==> config.mk <==
export PLATFORM = sky130hd
export DESIGN_NAME = mcast_rx_filter
export DESIGN_NICKNAME = d
export VERILOG_FILES = /design/src/rtl/mrf_pkg.sv /design/src/rtl/mrf_regs.sv /design/src/rtl/mrf_crc_byte.sv /design/src/rtl/mrf_addr_track.sv /design/src/rtl/mcast_rx_filter.sv
export SDC_FILE = /design/constraint.sdc
export NUM_CORES = 1
export LEC_CHECK = 0
export ABC_AREA = 1
export BUFFER_PORTS_ARGS = -buffer_cell sky130_fd_sc_hd__buf_2
export CAP_MARGIN = 20
export CORE_MARGIN = 8
export CORE_UTILIZATION = 38
export CTS_CLUSTER_DIAMETER = 100
export DETAILED_ROUTE_END_ITERATION = 8
export PLACE_DENSITY = 0.59
export SETUP_SLACK_MARGIN = 0.5
export SLEW_MARGIN = 20
export SYNTH_ARGS = -nofsm -noshare
export SYNTH_HDL_FRONTEND = slang
export SYNTH_SLANG_ARGS = --single-unit
==> constraint.sdc <==
create_clock -name clk_i -period 5.1 [get_ports clk_i]
set_input_delay 0.51 -clock clk_i [delete_from_list [all_inputs] [get_ports clk_i]]
set_output_delay 0.51 -clock clk_i [all_outputs]
set_load 0.03 [all_outputs]
==> src/rtl/mrf_pkg.sv <==
package mrf_pkg;
  localparam int unsigned ADDR_BYTES = 6;
  localparam int unsigned CNT_W      = $clog2(ADDR_BYTES + 1);
  localparam int unsigned STA_W      = ADDR_BYTES * 8;
  localparam int unsigned DATA_W     = 32;
  localparam int unsigned CRC_W      = 32;
  localparam logic [CRC_W-1:0] CRC_POLY = 32'h04C11DB7;
  localparam int unsigned HASH_W     = 64;
  localparam int unsigned HIDX_W     = $clog2(HASH_W);
  localparam int unsigned FLAG_W     = 16;
  localparam int unsigned FLG_BC     = 13;
  localparam int unsigned FLG_PM     = 14;
  localparam int unsigned FLG_MC     = 15;

  typedef enum logic [2:0] {
    REG_STA_LO  = 3'd0,
    REG_STA_HI  = 3'd1,
    REG_HASH_LO = 3'd2,
    REG_HASH_HI = 3'd3,
    REG_CTRL    = 3'd4
  } reg_sel_e;

  // bit3..bit0 = broadcast, multicast, station match, all
  typedef struct packed {
    logic acc_bc;
    logic acc_mc;
    logic acc_pm;
    logic acc_all;
  } ctrl_t;

  localparam ctrl_t CTRL_RST = '{acc_bc: 1'b1, acc_mc: 1'b0, acc_pm: 1'b1, acc_all: 1'b0};
endpackage

==> src/rtl/mrf_regs.sv <==
module mrf_regs
  import mrf_pkg::*;
(
  input  logic              clk_i,
  input  logic              rst_ni,
  input  logic              we_i,
  input  logic [2:0]        addr_i,
  input  logic [DATA_W-1:0] wdata_i,
  output logic [STA_W-1:0]  sta_o,
  output logic [HASH_W-1:0] hash_o,
  output ctrl_t             ctrl_o
);
  logic [STA_W-1:0]  sta_q;
  logic [HASH_W-1:0] hash_q;
  ctrl_t             ctrl_q;

  always_ff @(posedge clk_i or negedge rst_ni) begin
    if (!rst_ni) begin
      sta_q  <= '0;
      hash_q <= '0;
      ctrl_q <= CTRL_RST;
    end else if (we_i) begin
      case (reg_sel_e'(addr_i))
        REG_STA_LO:  sta_q[DATA_W-1:0]          <= wdata_i;
        REG_STA_HI:  sta_q[STA_W-1:DATA_W]      <= wdata_i[STA_W-DATA_W-1:0];
        REG_HASH_LO: hash_q[DATA_W-1:0]         <= wdata_i;
        REG_HASH_HI: hash_q[HASH_W-1:DATA_W]    <= wdata_i;
        REG_CTRL:    ctrl_q                     <= ctrl_t'(wdata_i[$bits(ctrl_t)-1:0]);
        default: ;
      endcase
    end
  end

  assign sta_o  = sta_q;
  assign hash_o = hash_q;
  assign ctrl_o = ctrl_q;
endmodule

==> src/rtl/mrf_crc_byte.sv <==
module mrf_crc_byte
  import mrf_pkg::*;
(
  input  logic [CRC_W-1:0] crc_i,
  input  logic [7:0]       byte_i,
  output logic [CRC_W-1:0] crc_o
);
  // LSB of the byte enters first
  always_comb begin
    logic [CRC_W-1:0] c;
    logic fb;
    c = crc_i;
    for (int b = 0; b < 8; b++) begin
      fb = c[CRC_W-1] ^ byte_i[b];
      c  = {c[CRC_W-2:0], 1'b0} ^ (fb ? CRC_POLY : '0);
    end
    crc_o = c;
  end
endmodule

==> src/rtl/mrf_addr_track.sv <==
module mrf_addr_track
  import mrf_pkg::*;
(
  input  logic             clk_i,
  input  logic             rst_ni,
  input  logic             byte_vld_i,
  input  logic             sof_i,
  input  logic             eof_i,
  input  logic [7:0]       byte_i,
  input  logic [STA_W-1:0] sta_i,
  output logic             fin_o,
  output logic             short_o,
  output logic [CRC_W-1:0] crc_o,
  output logic             pm_o,
  output logic             bc_o,
  output logic             mc_o
);
  logic             active_q, fin_q, short_q, pm_q, bc_q, mc_q;
  logic [CNT_W-1:0] cnt_q, idx;
  logic [CRC_W-1:0] crc_q, crc_seed, crc_nx;
  logic             take, last, byte_pm, byte_bc;

  assign take     = byte_vld_i & (sof_i | active_q);
  assign idx      = sof_i ? '0 : cnt_q;
  assign last     = take && (idx == CNT_W'(ADDR_BYTES - 1));
  assign crc_seed = sof_i ? '1 : crc_q;
  assign byte_pm  = (byte_i == sta_i[{idx, 3'b000} +: 8]);
  assign byte_bc  = (byte_i == 8'hFF);

  mrf_crc_byte u_crc (
    .crc_i  (crc_seed),
    .byte_i (byte_i),
    .crc_o  (crc_nx)
  );

  always_ff @(posedge clk_i or negedge rst_ni) begin
    if (!rst_ni) begin
      active_q <= 1'b0;
      fin_q    <= 1'b0;
      short_q  <= 1'b0;
      cnt_q    <= '0;
      crc_q    <= '1;
      pm_q     <= 1'b0;
      bc_q     <= 1'b0;
      mc_q     <= 1'b0;
    end else begin
      fin_q   <= 1'b0;
      short_q <= 1'b0;
      if (take) begin
        crc_q <= crc_nx;
        pm_q  <= (sof_i | pm_q) & byte_pm;
        bc_q  <= (sof_i | bc_q) & byte_bc;
        if (sof_i) mc_q <= byte_i[0];
        cnt_q <= idx + CNT_W'(1);
        if (last) begin
          fin_q    <= 1'b1;
          active_q <= 1'b0;
        end else if (eof_i) begin
          short_q  <= 1'b1;
          active_q <= 1'b0;
        end else begin
          active_q <= 1'b1;
        end
      end else if (eof_i && active_q) begin
        short_q  <= 1'b1;
        active_q <= 1'b0;
      end
    end
  end

  assign fin_o   = fin_q;
  assign short_o = short_q;
  assign crc_o   = crc_q;
  assign pm_o    = pm_q;
  assign bc_o    = bc_q;
  assign mc_o    = mc_q;
endmodule

==> src/rtl/mcast_rx_filter.sv <==
module mcast_rx_filter
  import mrf_pkg::*;
(
  input  logic              clk_i,
  input  logic              rst_ni,
  input  logic              byte_vld_i,
  input  logic              sof_i,
  input  logic              eof_i,
  input  logic [7:0]        byte_i,
  input  logic              reg_we_i,
  input  logic [2:0]        reg_addr_i,
  input  logic [DATA_W-1:0] reg_wdata_i,
  output logic              dec_vld_o,
  output logic              accept_o,
  output logic [FLAG_W-1:0] flags_o
);
  logic [STA_W-1:0]  sta;
  logic [HASH_W-1:0] hash;
  ctrl_t             ctrl;
  logic              fin, short_f, pm, bc, mc, hash_hit, mc_hit;
  logic [CRC_W-1:0]  crc;
  logic [HIDX_W-1:0] hidx;

  mrf_regs u_regs (
    .clk_i   (clk_i),
    .rst_ni  (rst_ni),
    .we_i    (reg_we_i),
    .addr_i  (reg_addr_i),
    .wdata_i (reg_wdata_i),
    .sta_o   (sta),
    .hash_o  (hash),
    .ctrl_o  (ctrl)
  );

  mrf_addr_track u_track (
    .clk_i      (clk_i),
    .rst_ni     (rst_ni),
    .byte_vld_i (byte_vld_i),
    .sof_i      (sof_i),
    .eof_i      (eof_i),
    .byte_i     (byte_i),
    .sta_i      (sta),
    .fin_o      (fin),
    .short_o    (short_f),
    .crc_o      (crc),
    .pm_o       (pm),
    .bc_o       (bc),
    .mc_o       (mc)
  );

  assign hidx     = crc[CRC_W-1 -: HIDX_W];
  assign hash_hit = hash[hidx];
  assign mc_hit   = mc & ~bc & hash_hit;

  always_comb begin
    flags_o  = '0;
    accept_o = 1'b0;
    if (fin) begin
      flags_o[FLG_BC] = bc;
      flags_o[FLG_PM] = pm;
      flags_o[FLG_MC] = mc_hit;
      accept_o = ctrl.acc_all | (ctrl.acc_pm & pm) | (ctrl.acc_bc & bc) | (ctrl.acc_mc & mc_hit);
    end
  end

  assign dec_vld_o = fin | short_f;
endmodule

==> results.yml <==
synthesis:
  ys_seq_elements: 157
  synth_cells: 1065
  seq_area_frac_synth: 0.472
  syn_area_sq_um: 8410
  yosys-top-cells-area: "dfrtp_1, nand2_1, dfstp_2, o21ai_0, nand3_1"
  synth.largest_area_cell: "dfrtp_1"
  syn_area_per_cell_sq_um: 7.90
  synth-async-reset-ratio: 1.00
  synth_edf_count: 0
  synthDistinctLibCells: 43
  yosys_warnings: 0
  synth-main-ff-cell: "dfrtp_1"
  yosys.area.top_type_share: 0.366
timing:
  finalHoldViolCount: 0
  post-route-period-util: 0.635
  worst_pin_slew_ns: 1.02
  clock.fmax_mhz: 309
  finalCriticalPeriod_ns: 3.24
  finalSetupViolCount: 0
  fin_setup_tns_ns: 0
  fin_worst_skew_ns: 0.00581
  fin_hold_ws_ns: 0.0242
  maxSlewHeadroom: 0.321
  rsz0062_at_grt: "no"
  drv_slew: 0
worst_setup_path:
  r2r_cells: 10
  path_max_fanout: 34
  cp_slowest_stage_delay_ns: 0.51
  end_kind: "output pin"
  path_buf_inv: 3
  path_class: "register to output pin"
  crit_family: "simple AND/OR/NAND/NOR gates"
  worstPathRequired_ns: 4.59
  cp_cell_sequence: "buf_4 -> inv_2 -> nand2_1 -> nand3_1 -> nand3_1 -> nand2_1 -> nand2_1 -> nand3_1 -> nand3_1 -> nand2_1 -> nand3_1 -> o21ai_0 -> buf_2"
  cpMaxStageDelayCell: "dfstp_2"
  reg2reg_from: "u_track.cnt_q[0]"
  start_kind: "register"
  crit_path_start: "u_track.crc_o[26]"
  r2r_slack_ns: 2.39
  cp_common_cell: "nand3_1"
  worstReg2RegEnd: "u_track.pm_o"
  cp.arrival_ns: 2.73
cts:
  cts_setup_buffers: 0
  cts-resized-gates: 0
  cts_made_buffers: 17
  root_buffer: "clkbuf_16"
  hold_buffers: 0
  clock_path_buffers: 2
  clkLatencyLatePin_ns: 0.43
  cts.clk_slew.worst_paths_ns: 0.06
  tritoncts: "yes"
  clock-sinks: 157
  htree_num_levels: 4
floorplan:
  initial_core_util: 0.387
  core.rowCount: 54
  fp.dieH_microns: 165
  core_sq_um: 21800
  pin_count: 67
  dieArea_sq_um: 27200
  die_w_microns: 165
cells_and_area:
  regArea_sq_um: 3970
  nets: 1143
  drive_gt1_frac: 0.148
  multi_input_area_sq_um: 3860
  num_antenna_cells: 0
  area_growth_pct: 12.1
  final.fill_count: 2231
  fin_util: 0.433
global_route:
  grt_max_degree: 65
  grtUsageTotal: 0.177
  grt-ovfl-total: 0
  antenna_found_initial: 0
  grt_pass1_wl_mm: 37.6
  first_global_vias: 6846
detailed_routing:
  routed_wl_mm: 22.8
  first_iter_violations: 518
  antenna_left: 0
  dr.pass1.iters: 5
  wire_per_inst_microns: 16.5
  drc: 0
  via_count: 6874
  viasPerCell: 4.96
pwr:
  vdd_drop_max_mv: 0.207
  leakage_nw: 4.65
  power_density_nw_per_um2: 505
  total_power_mw: 4.76
placed_design:
  portBuffers: 53
  place_congestion: 0.891
  dp_hpwl_mm: 16.2
outcome:
  status: "complete, no violations"
hold_path:
  min_path_type: "input pin to asynchronous set/reset pin"
run:
  drv_cap: 0
## per-stage QoR
stage	cell area (sq um)	worst slack (ns)	cells
6_report	9430	1.86	1385
5_1_grt	9430	1.67	1385
4_1_cts	9400	1.87	1384
3_5_place_dp	8810	2.30	1352
3_3_place_gp	8810	2.29	1352
2_1_floorplan	8460	2.49	1077
## per-layer routing
layer,vias up,wire [microns],global-route usage
li1,3410,-,-
met1,3253,10900,0.241
met4,0,345,0.0500
met3,22,1020,0.0294
met5,-,0,0
met2,189,10600,0.284
## layout by cell type (no fill, tap or decap), types with 2 or more instances in the layout
| cell | instances |
|---|---|
| nand4_1 | 2 |
| o21ai_1 | 12 |
| inv_1 | 77 |
| ha_1 | 2 |
| nor2_2 | 2 |
| xnor2_4 | 2 |
| nand2_2 | 6 |
| xor2_2 | 6 |
| nand2_1 | 350 |
| bufinv_16 | 3 |
| dfrtp_1 | 123 |
| clkinv_2 | 2 |
| xnor2_2 | 2 |
| o21ai_0 | 137 |
| nand3b_1 | 2 |
| xor2_1 | 33 |
| clkinvlp_4 | 4 |
| clkbuf_1 | 3 |
| nor3b_1 | 2 |
| clkbuf_16 | 17 |
| buf_4 | 6 |
| buf_6 | 2 |
| conb_1 | 13 |
| clkinv_1 | 3 |
| or2_1 | 2 |
| nor2_4 | 2 |
| o211ai_1 | 5 |
| dfstp_2 | 34 |
| xnor2_1 | 15 |
| or2_0 | 2 |
| nand3_1 | 120 |
| or2_2 | 3 |
| inv_2 | 6 |
| nand2_4 | 6 |
| buf_2 | 52 |
| nor2_1 | 33 |
## cell usage after synthesis (3+ instances only)
library cell,n
nor2_1,33
dfstp_2,34
clkbuf_1,32
dfrtp_1,123
xor2_1,33
nand2_2,6
buf_4,15
nand3_1,121
o21ai_1,13
inv_1,77
xor2_2,6
inv_2,6
o21ai_0,137
buf_1,3
or2_2,3
o211ai_1,5
buf_2,11
nand2_4,5
xnor2_1,15
nand2_1,351
buf_6,3
## sequential cells by signal, summed over array words and instances (netlist names)
register	flops
u_track.fin_o	1
u_regs.hash_o	64
u_track.mc_o	1
u_regs.sta_o	48
u_track.bc_o	1
u_track.short_o	1
u_regs.ctrl_o	4
u_track.crc_o	32
u_track.pm_o	1
u_track.active_q	1
u_track.cnt_q	3
## worst max-delay path by stage
stage / endpoint / slack, ns / depth (start not counted)
after global placement: u_track.crc_o[26] / 2.29 / 8
after detailed placement: u_track.crc_o[26] / 2.30 / 8
final: accept_o / 1.86 / 13
after floorplan: flags_o[15] / 2.49 / 10
after CTS: accept_o / 1.87 / 13
after global routing: accept_o / 1.67 / 13
## kinds of logic after synthesis
kind of cell    share of synthesized area
simple gates                        0.273
fa+ha+maj                         0.00297
compound gates                     0.0980
flops                               0.472
other cells                      0.000446
xor+xnor                           0.0753
buf+inv                            0.0782
## report_power, final
group | internal, mW | total [mW] | switching (mW) | leakage, nW
Sequential | 1.64 | 1.90 | 0.265 | 1.91
Combinational | 0.583 | 1.55 | 0.968 | 2.47
Clock | 0.781 | 1.31 | 0.526 | 0.277
Total | 3.00 | 4.76 | 1.76 | 4.65
## final cells by class
type / count / area share
inverters: 86 / 0.0345
repair buffers: 60 / 0.0348
flip-flops and latches: 157 / 0.421
well taps: 280 / 0.0372
multi-input cells: 770 / 0.409
clock inverters: 11 / 0.0151
clock buffers: 21 / 0.0478
Power figures use the tool's default switching activity.
